### src/rtl/rxg_pkg.sv
package rxg_pkg;
  localparam int unsigned GAIN_W   = 3;
  localparam int unsigned GAIN_MAX = (1 << GAIN_W) - 1;
  typedef logic [GAIN_W-1:0] gain_t;
endpackage

### src/rtl/rxg_prescaler.sv
module rxg_prescaler #(
  parameter int unsigned DIV = 14
) (
  input  logic clk_i,
  input  logic rst_ni,
  output logic tick_o
);
  localparam int unsigned CW = (DIV > 1) ? $clog2(DIV) : 1;
  logic [CW-1:0] cnt_q;

  always_ff @(posedge clk_i or negedge rst_ni) begin
    if (!rst_ni)                     cnt_q <= '0;
    else if (cnt_q == CW'(DIV - 1))  cnt_q <= '0;
    else                             cnt_q <= cnt_q + 1'b1;
  end

  assign tick_o = (cnt_q == CW'(DIV - 1));
endmodule

### src/rtl/rxg_interval_timer.sv
module rxg_interval_timer #(
  parameter int unsigned LIM_W = 10
) (
  input  logic             clk_i,
  input  logic             rst_ni,
  input  logic             clr_i,
  input  logic             run_i,
  input  logic             tick_i,
  input  logic [LIM_W-1:0] limit_i,
  output logic             fire_o
);
  logic [LIM_W-1:0] cnt_q;
  logic             last;

  assign last   = (cnt_q == limit_i - 1'b1);
  assign fire_o = run_i & tick_i & last & ~clr_i;

  always_ff @(posedge clk_i or negedge rst_ni) begin
    if (!rst_ni)                 cnt_q <= '0;
    else if (clr_i)              cnt_q <= '0;
    else if (run_i && tick_i)    cnt_q <= last ? '0 : cnt_q + 1'b1;
  end
endmodule

### src/rtl/rx_gain_ctrl.sv
module rx_gain_ctrl
  import rxg_pkg::*;
#(
  parameter int unsigned TICK_DIV  = 14,
  parameter int unsigned WAIT_BASE = 44
) (
  input  logic              clk_i,
  input  logic              rst_ni,
  input  logic              agc_en_i,
  input  logic [GAIN_W-1:0] static_gain_i,
  input  logic              attack_skip_i,
  input  logic              slow_decay_i,
  input  logic [1:0]        attack_rate_i,
  input  logic [1:0]        decay_wait_i,
  input  logic              mod_active_i,
  input  logic              above_attack_i,
  input  logic              above_decay_i,
  output logic [GAIN_W-1:0] gain_o
);
  localparam int unsigned LIM_W = $clog2(WAIT_BASE * 8 + 1) + 1;

  logic  tick;
  logic  att_prev_q, dec_prev_q, first_pend_q;
  gain_t code_q;
  logic  flag_chg, run_ok, attacking, decaying, att_fire, dec_fire;
  logic [LIM_W-1:0] att_lim, dec_lim;

  rxg_prescaler #(.DIV(TICK_DIV)) u_presc (
    .clk_i (clk_i), .rst_ni (rst_ni), .tick_o (tick)
  );

  assign flag_chg  = (above_attack_i != att_prev_q) | (above_decay_i != dec_prev_q);
  assign run_ok    = agc_en_i & ~mod_active_i;
  assign attacking = run_ok & above_attack_i & ~(attack_skip_i & first_pend_q);
  assign decaying  = run_ok & ~above_attack_i & ~above_decay_i;
  assign att_lim   = LIM_W'(1) << attack_rate_i;
  assign dec_lim   = LIM_W'(WAIT_BASE) << decay_wait_i;

  rxg_interval_timer #(.LIM_W(LIM_W)) u_att_tmr (
    .clk_i (clk_i), .rst_ni (rst_ni), .clr_i (flag_chg | ~attacking),
    .run_i (attacking), .tick_i (tick), .limit_i (att_lim), .fire_o (att_fire)
  );

  rxg_interval_timer #(.LIM_W(LIM_W)) u_dec_tmr (
    .clk_i (clk_i), .rst_ni (rst_ni), .clr_i (flag_chg | ~decaying),
    .run_i (decaying), .tick_i (tick), .limit_i (dec_lim), .fire_o (dec_fire)
  );

  always_ff @(posedge clk_i or negedge rst_ni) begin
    if (!rst_ni) begin
      att_prev_q <= 1'b0;
      dec_prev_q <= 1'b0;
    end else begin
      att_prev_q <= above_attack_i;
      dec_prev_q <= above_decay_i;
    end
  end

  // arm the first-pulse skip at each burst boundary, clear it when a pulse ends
  always_ff @(posedge clk_i or negedge rst_ni) begin
    if (!rst_ni)                            first_pend_q <= 1'b1;
    else if (!run_ok || dec_fire)           first_pend_q <= 1'b1;
    else if (att_prev_q && !above_attack_i) first_pend_q <= 1'b0;
  end

  always_ff @(posedge clk_i or negedge rst_ni) begin
    if (!rst_ni)                 code_q <= '0;
    else if (!run_ok)            code_q <= '0;
    else if (att_fire) begin
      if (code_q != gain_t'(GAIN_MAX)) code_q <= code_q + 1'b1;
    end else if (dec_fire) begin
      if (!slow_decay_i)         code_q <= '0;
      else if (code_q != '0)     code_q <= code_q - 1'b1;
    end
  end

  assign gain_o = agc_en_i ? code_q : static_gain_i;
endmodule

### config.mk
export PLATFORM = sky130hd
export DESIGN_NAME = rx_gain_ctrl
export DESIGN_NICKNAME = d
export VERILOG_FILES = /design/src/rtl/rxg_pkg.sv /design/src/rtl/rxg_prescaler.sv /design/src/rtl/rxg_interval_timer.sv /design/src/rtl/rx_gain_ctrl.sv
export SDC_FILE = /design/constraint.sdc
export NUM_CORES = 1
export LEC_CHECK = 0
export BUFFER_PORTS_ARGS = -buffer_cell sky130_fd_sc_hd__buf_2
export CAP_MARGIN = 10
export CORE_ASPECT_RATIO = 1.25
export CORE_MARGIN = 2
export CORE_UTILIZATION = 63
export DETAILED_ROUTE_END_ITERATION = 8
export GPL_TIMING_DRIVEN = 0
export PLACE_DENSITY = 0.84
export SYNTH_ARGS = -nofsm -noshare
export SYNTH_HDL_FRONTEND = slang
export SYNTH_SLANG_ARGS = --single-unit
### constraint.sdc
create_clock -name clk_i -period 3.2 [get_ports clk_i]
set_input_delay 0.16 -clock clk_i [delete_from_list [all_inputs] [get_ports clk_i]]
set_output_delay 0.16 -clock clk_i [all_outputs]
set_load 0.1 [all_outputs]
### Yosys cells after proc, flatten, opt, wreduce, memory -nomap -nowiden

Index checks and enable logic that the tools add are counted.

| storage, ports and cells | value |
|---|---|
| flip-flop bits (word level) | 30 |
| output and inout port bits | 3 |
| word-level logic and storage cells | 75 |

| cells by class | value |
|---|---|
| add/sub/neg operators | 7 |
| equal/unequal tests | 9 |
| shifts and indexed selects | 2 |
| mux-type cells | 16 |
| bitwise logic cells | 23 |
| reduce and logical (&&, ||, !) cells | 11 |

Operator list:

| kind | number |
|---|---|
| $mux 10 | 6 |
| $mux 3 | 7 |
| $add 10x1->10 const B | 2 |
| $eq 10x10->1 | 2 |
| $sub 10x1->10 const B | 2 |
| $and 1x1->1 | 12 |
| $shl 1x2->10 const A | 1 |
| $shl 6x2->10 const A | 1 |
| $not 1->1 | 8 |
| $reduce_bool 2->1 | 3 |
| $add 4x1->4 const B | 1 |
| $eq 4x4->1 const B | 1 |
| $mux 4 | 1 |
| $ne 4x2->1 const B | 1 |
| $add 3x1->3 const B | 1 |
| $logic_and 1x1->1 | 3 |
| $ne 3x1->1 const B | 1 |
| $ne 3x2->1 const B | 1 |
| $ne 3x3->1 const B | 1 |
| $or 1x1->1 | 3 |
| $reduce_and 3->1 | 1 |
| $reduce_bool 3->1 | 1 |
| $sub 3x1->3 const B | 1 |
| $logic_not 1->1 | 2 |
| 3 further kinds | 5 |

### Longest topological paths before layout

| logic depth | value |
|---|---|
| word-level depth | 11 |
| mapped depth | 8 |

### Hierarchy

Synthesis repeated with hierarchy kept, for this count alone.

| second synthesis, totals | value |
|---|---|
| cells, all modules | 287 |
| area, all modules | 2546.2 µm² |

Modules (own cells, without submodules):

| module | times used | cells each | area each (µm²) | seq. area each (µm²) |
|---|---|---|---|---|
| rxg_interval_timer | 2 | 106 | 898.4 | 250.2 |
| rx_gain_ctrl | 1 | 61 | 576.8 | 151.4 |
| rxg_prescaler | 1 | 14 | 172.7 | 100.1 |

### Worst setup path after synthesis

No wires, ideal clock.

| timing | value |
|---|---|
| path type | register to register |
| start point | register att_prev_q |
| end point | register code_q[2] |
| setup time | 0.125 ns |
| arrival | 1.949 ns |
| path slack | 1.126 ns |
| cell stages (with the launch flop) | 8 |
| path buffers | 0 |
| period minus slack after synthesis | 2.074 ns |
| cells stage by stage | dfrtp_1 ha_1 and3b_1 and3_4 and2_1 and2b_4 a221oi_4 mux2_4 |

| between the ends | value |
|---|---|
| word-level cells in the longest chain between the ends | 7 |
| elaborated cells between the ends (all ways) | 14 |

Ends and longest elaborated chain:

| what | RTL line | text |
|---|---|---|
| from (decl) | rx_gain_ctrl.sv:23 | `logic att_prev_q, dec_prev_q, first_pend_q;` |
| from (signal assigned) | rx_gain_ctrl.sv:54 | `att_prev_q <= above_attack_i;` |
| $ne 1x1->1 (*) | rx_gain_ctrl.sv:32 | `assign flag_chg = (above_attack_i != att_prev_q) \| (above_decay_i != dec_prev_q);` |
| $or 1x1->1 (*) | rx_gain_ctrl.sv:32 |  |
| $or 1x1->1 (on tied branches) | rx_gain_ctrl.sv:40, rx_gain_ctrl.sv:45 |  |
| $not 1->1 | rxg_interval_timer.sv:16 | `assign fire_o = run_i & tick_i & last & ~clr_i;` |
| $and 1x1->1 | rxg_interval_timer.sv:16 |  |
| $ne 4x2->1 (no line) (tied with other cells) | n/a |  |
| $reduce_and 3->1 (no line) or $mux 3 (tied branches) | n/a |  |
| to (signal assigned) | rx_gain_ctrl.sv:70 | `if (code_q != gain_t'(GAIN_MAX)) code_q <= code_q + 1'b1;` |
| to (signal assigned) | rx_gain_ctrl.sv:73 | `else if (code_q != '0) code_q <= code_q - 1'b1;` |
| to (decl) | rx_gain_ctrl.sv:24 | `gain_t code_q;` |

Mark *: on every way between the ends. The rest lies on a longest branch, timed or not.
A chain may end at the register's enable or synchronous reset.

### Worst setup path after layout

| timing | value |
|---|---|
| start point | input above_attack_i |
| end point | register code_q[2] |

| between the ends | value |
|---|---|
| word-level cells in the longest chain between the ends | 9 |
| elaborated cells between the ends (all ways) | 25 |

Ends and longest elaborated chain:

| what | RTL line | text |
|---|---|---|
| from (decl) | rx_gain_ctrl.sv:16 | `input logic above_attack_i,` |
| $not 1->1 | rx_gain_ctrl.sv:35 | `assign decaying = run_ok & ~above_attack_i & ~above_decay_i;` |
| $and 1x1->1 (2 in series) | rx_gain_ctrl.sv:35 |  |
| $not 1->1 | rx_gain_ctrl.sv:45 | `.clk_i (clk_i), .rst_ni (rst_ni), .clr_i (flag_chg \| ~decaying),` |
| $or 1x1->1 | rx_gain_ctrl.sv:45 |  |
| $not 1->1 | rxg_interval_timer.sv:16 |  |
| $and 1x1->1 | rxg_interval_timer.sv:16 |  |
| $ne 3x1->1 (no line) | n/a |  |
| $reduce_and 3->1 (no line) | n/a |  |

Parallel ways exist; a longest one is shown, timed or not.

==> flow_metrics.tcl <==
set metrics [dict create \
    outcome "complete, no violations" \
    hold_depth 3 \
    cts_max_path_buffers 2 \
    vias_per_cell 5.690 \
    synth_warnings 0 \
    synth_edf_count 0 \
    drc 0 \
    start_util 0.6699 \
    power_frac_comb 0.122 \
    drt_wl_total_um 3441 \
    yosysUniqueCellTypes 43 \
    rows 21 \
    antenna_found_initial 0 \
    synth_cells 193 \
    top_layer_used "met4" \
    yosysSeqAreaShare 0.4108 \
    dp_cells 244 \
    clock-sinks 30 \
    hold_class "input port to flip-flop" \
    fin_cells 255 \
    post_cts_buffers 0 \
    met1Wirelength_um 1507 \
    p_seq_frac 0.543 \
    drive_gt1_frac 0.1810 \
    die_w_um 52.21 \
    wl_per_cell_um 13.49 \
    cap_violations 0 \
    dieArea_um2 3355 \
    post_cts_resized 0 \
    htreeDepth 2 \
    crit_type "input port to flip-flop" \
    dr_wl_met2_um 1697 \
    cp.required_ps 3430 \
    synthSimpleGateAreaFrac 0.2693 \
    die_y_um 64.27 \
    synth.largest_area_cell "dfrtp_1" \
    synthTopCellsByArea "dfrtp_1 40%, xor2_1 5.7%, ha_1 4.8%, nand2_1 4.7%, nor2_1 3.7%" \
    wl_met3_um 151 \
    fp.coreArea_um2 2733 \
    numCtsBuffers 5 \
    setup_viol 0 \
    internal-power_w 0.0005184 \
    clkSlewWorstSetupHoldPaths_ps 90 \
    postLayoutSetupSlackWorst_ps 868.7 \
    vdd_drop_max_mv 0.3210 \
    place.gp.congestion 0.8362 \
    grt_overflow 0 \
    first_iter_violations 31 \
    pin_count 18 \
    nets 242 \
    yosys-mux-area-fraction 0.05468 \
    skew_ps 10.91 \
    max_freq_mhz 428.9 \
    numPortBuffers 17 \
    cp-start-kind "input port" \
    synth_xor_xnor_area_share 0.07656 \
    cts_tree "yes" \
    synth_seq_cells 30 \
    grt_usage 0.2430 \
    synthToLayoutAreaGrowth_pct 11.89 \
    switching_share 0.2714 \
    finalCritPeriodShare 0.7285 \
    crit_fanout 4 \
    async_flop_share 1.000 \
    reg2reg_depth 7 \
    fin_setup_tns_ps 0 \
    synth_fa_ha_area_frac 0.04785 \
    tightest_slew_ps 665.7 \
    antenna_left 0 \
    min_period_ps 2331 \
    syn-cell-area_um2 1831 \
    clock_latency_ps 340 \
    cellPowerDensity_nw_per_um2 347.4 \
    arrival_ps 2570 \
    grt_pass1_wl_um 6078 \
    synth_top_area_share 0.3964 \
    finalHoldViolations 0 \
    dp_slack_ps 1024 \
    syn_area_per_cell_um2 9.484 \
    root_buffer "clkbuf_4" \
    leakagePower_nw 0.9174 \
    power.share.clock 0.335 \
    diodes 0 \
    netSwitchingPower_w 0.0001931 \
    synth_fp_nets 215 \
    ys.flop_type "dfrtp_1" \
    hpwlAfterDp_um 2530 \
    grt_max_degree 31 \
    vias 1451 \
    synth_top_family_by_area "simple AND/OR/NAND/NOR gates" \
    grt_pass1_vias 1439 \
    end_kind "flip-flop" \
    slew_headroom 0.5562 \
    drv_slew 0 \
    nFillCells 200 \
    drtPass1Iterations 4 \
    synth_compound_area_frac 0.1141 \
    rsz0062_at_grt "no" \
]
-- cell usage in the layout, fill, tap and decap left out, drive strengths merged, types with 4 or more instances in the layout --
cell    instances
nand4           7
ha              7
dfrtp          29
mux2            5
and3            6
inv            12
o21ai          11
nand2          23
nand3          10
mux2i           4
xor2           12
nor2b           4
xnor2           4
clkbuf          8
buf            17
nor2           18
a21oi           4
-- metal layers --
metal / up-vias / track usage
met5: - / 0
met4: 0 / 0.09936
met3: 8 / 0.06776
met2: 34 / 0.4019
met1: 677 / 0.2929
li1: 732 / -
-- power by group through the flow --
| stage | clock (W) | combinational, W | sequential [W] |
|---|---|---|---|
| 2_1_floorplan | 0 | 0.0000554 | 0.000393 |
| 3_3_place_gp | 0 | 0.0000802 | 0.000394 |
| 3_5_place_dp | 0 | 0.0000841 | 0.000394 |
| 4_1_cts | 0.000242 | 0.0000873 | 0.000386 |
| 5_1_grt | 0.000255 | 0.0000942 | 0.000387 |
| 6_report | 0.000238 | 0.0000865 | 0.000387 |
-- sequential cells by signal (all words and copies together), names as in the netlist --
signal / flops
dec_prev_q: 1
code_q: 3
u_dec_tmr.cnt_q: 10
att_prev_q: 1
u_att_tmr.cnt_q: 10
u_presc.cnt_q: 4
first_pend_q: 1
-- Yosys cell counts, types with 4 or more instances --
cell type / number
nand3_1: 10
nand2_1: 23
ha_1: 7
a21oi_1: 4
and3_1: 5
dfrtp_1: 29
nor2_1: 18
mux2i_1: 4
xnor2_1: 4
inv_1: 12
nand4_1: 7
xor2_1: 12
mux2_2: 4
nor2b_1: 4
o21ai_0: 8
-- what timing repair did --
action	in CTS	in global routing
hold buffers	3	0
endpoints found under the setup margin	0	0
endpoints found under the hold margin	31	0
-- metrics by stage --
step / cell area [um^2] / hold WS [ps] / util / power (W)
2_1_floorplan: 1831 / -135.6 / - / 0.0004482
5_1_grt: 2048 / 207.5 / 0.7495 / 0.0007358
3_5_place_dp: 1958 / 234.0 / 0.7166 / 0.0004779
4_1_cts: 2048 / 194.5 / 0.7495 / 0.0007160
3_3_place_gp: 1958 / 220.1 / 0.7166 / 0.0004737
6_report: 2048 / 188.0 / 0.7495 / 0.0007115
-- final timing paths --
check                              startpoint                  to  slack [ps]
setup / recovery               above_attack_i           code_q[2]         870
hold / removal                   slow_decay_i           code_q[0]         190
setup reg to reg                   att_prev_q           code_q[2]        1020
hold reg to reg            u_dec_tmr.cnt_q[1]  u_dec_tmr.cnt_q[1]         530
max in group asynchronous              rst_ni    u_presc.cnt_q[0]        2380
min in group asynchronous              rst_ni  u_att_tmr.cnt_q[2]         390
-- final cells by class --
cell class / count / area [um^2] / area share
Clock buffer: 7 / 55.05 / 0.02688
Buffer: 1 / 3.754 / 0.001833
Inverter: 12 / 45.04 / 0.02199
Clock inverter: 1 / 5.005 / 0.002443
Sequential cell: 30 / 752.0 / 0.3671
Multi-Input combinational cell: 150 / 1030 / 0.5028
Tap cell: 34 / 42.54 / 0.02077
Timing Repair Buffer: 20 / 115.1 / 0.05620
-- worst max-delay path, stage by stage --
cell and delay (ps):
dlygate4sd3_1 520, buf_2 130, inv_1 50, ha_1 290, and3b_1 200, and3_4 160
and2_1 160, and2b_4 200, a221oi_4 360, mux2_4 330
-- cell families after synthesis --
kind of cell | after synthesis
simple gates | 92
fa+ha+maj | 7
flops | 30
compound gates | 26
mux | 9
xor+xnor | 16
buf+inv | 13
(Power assumes the default switching activity.)
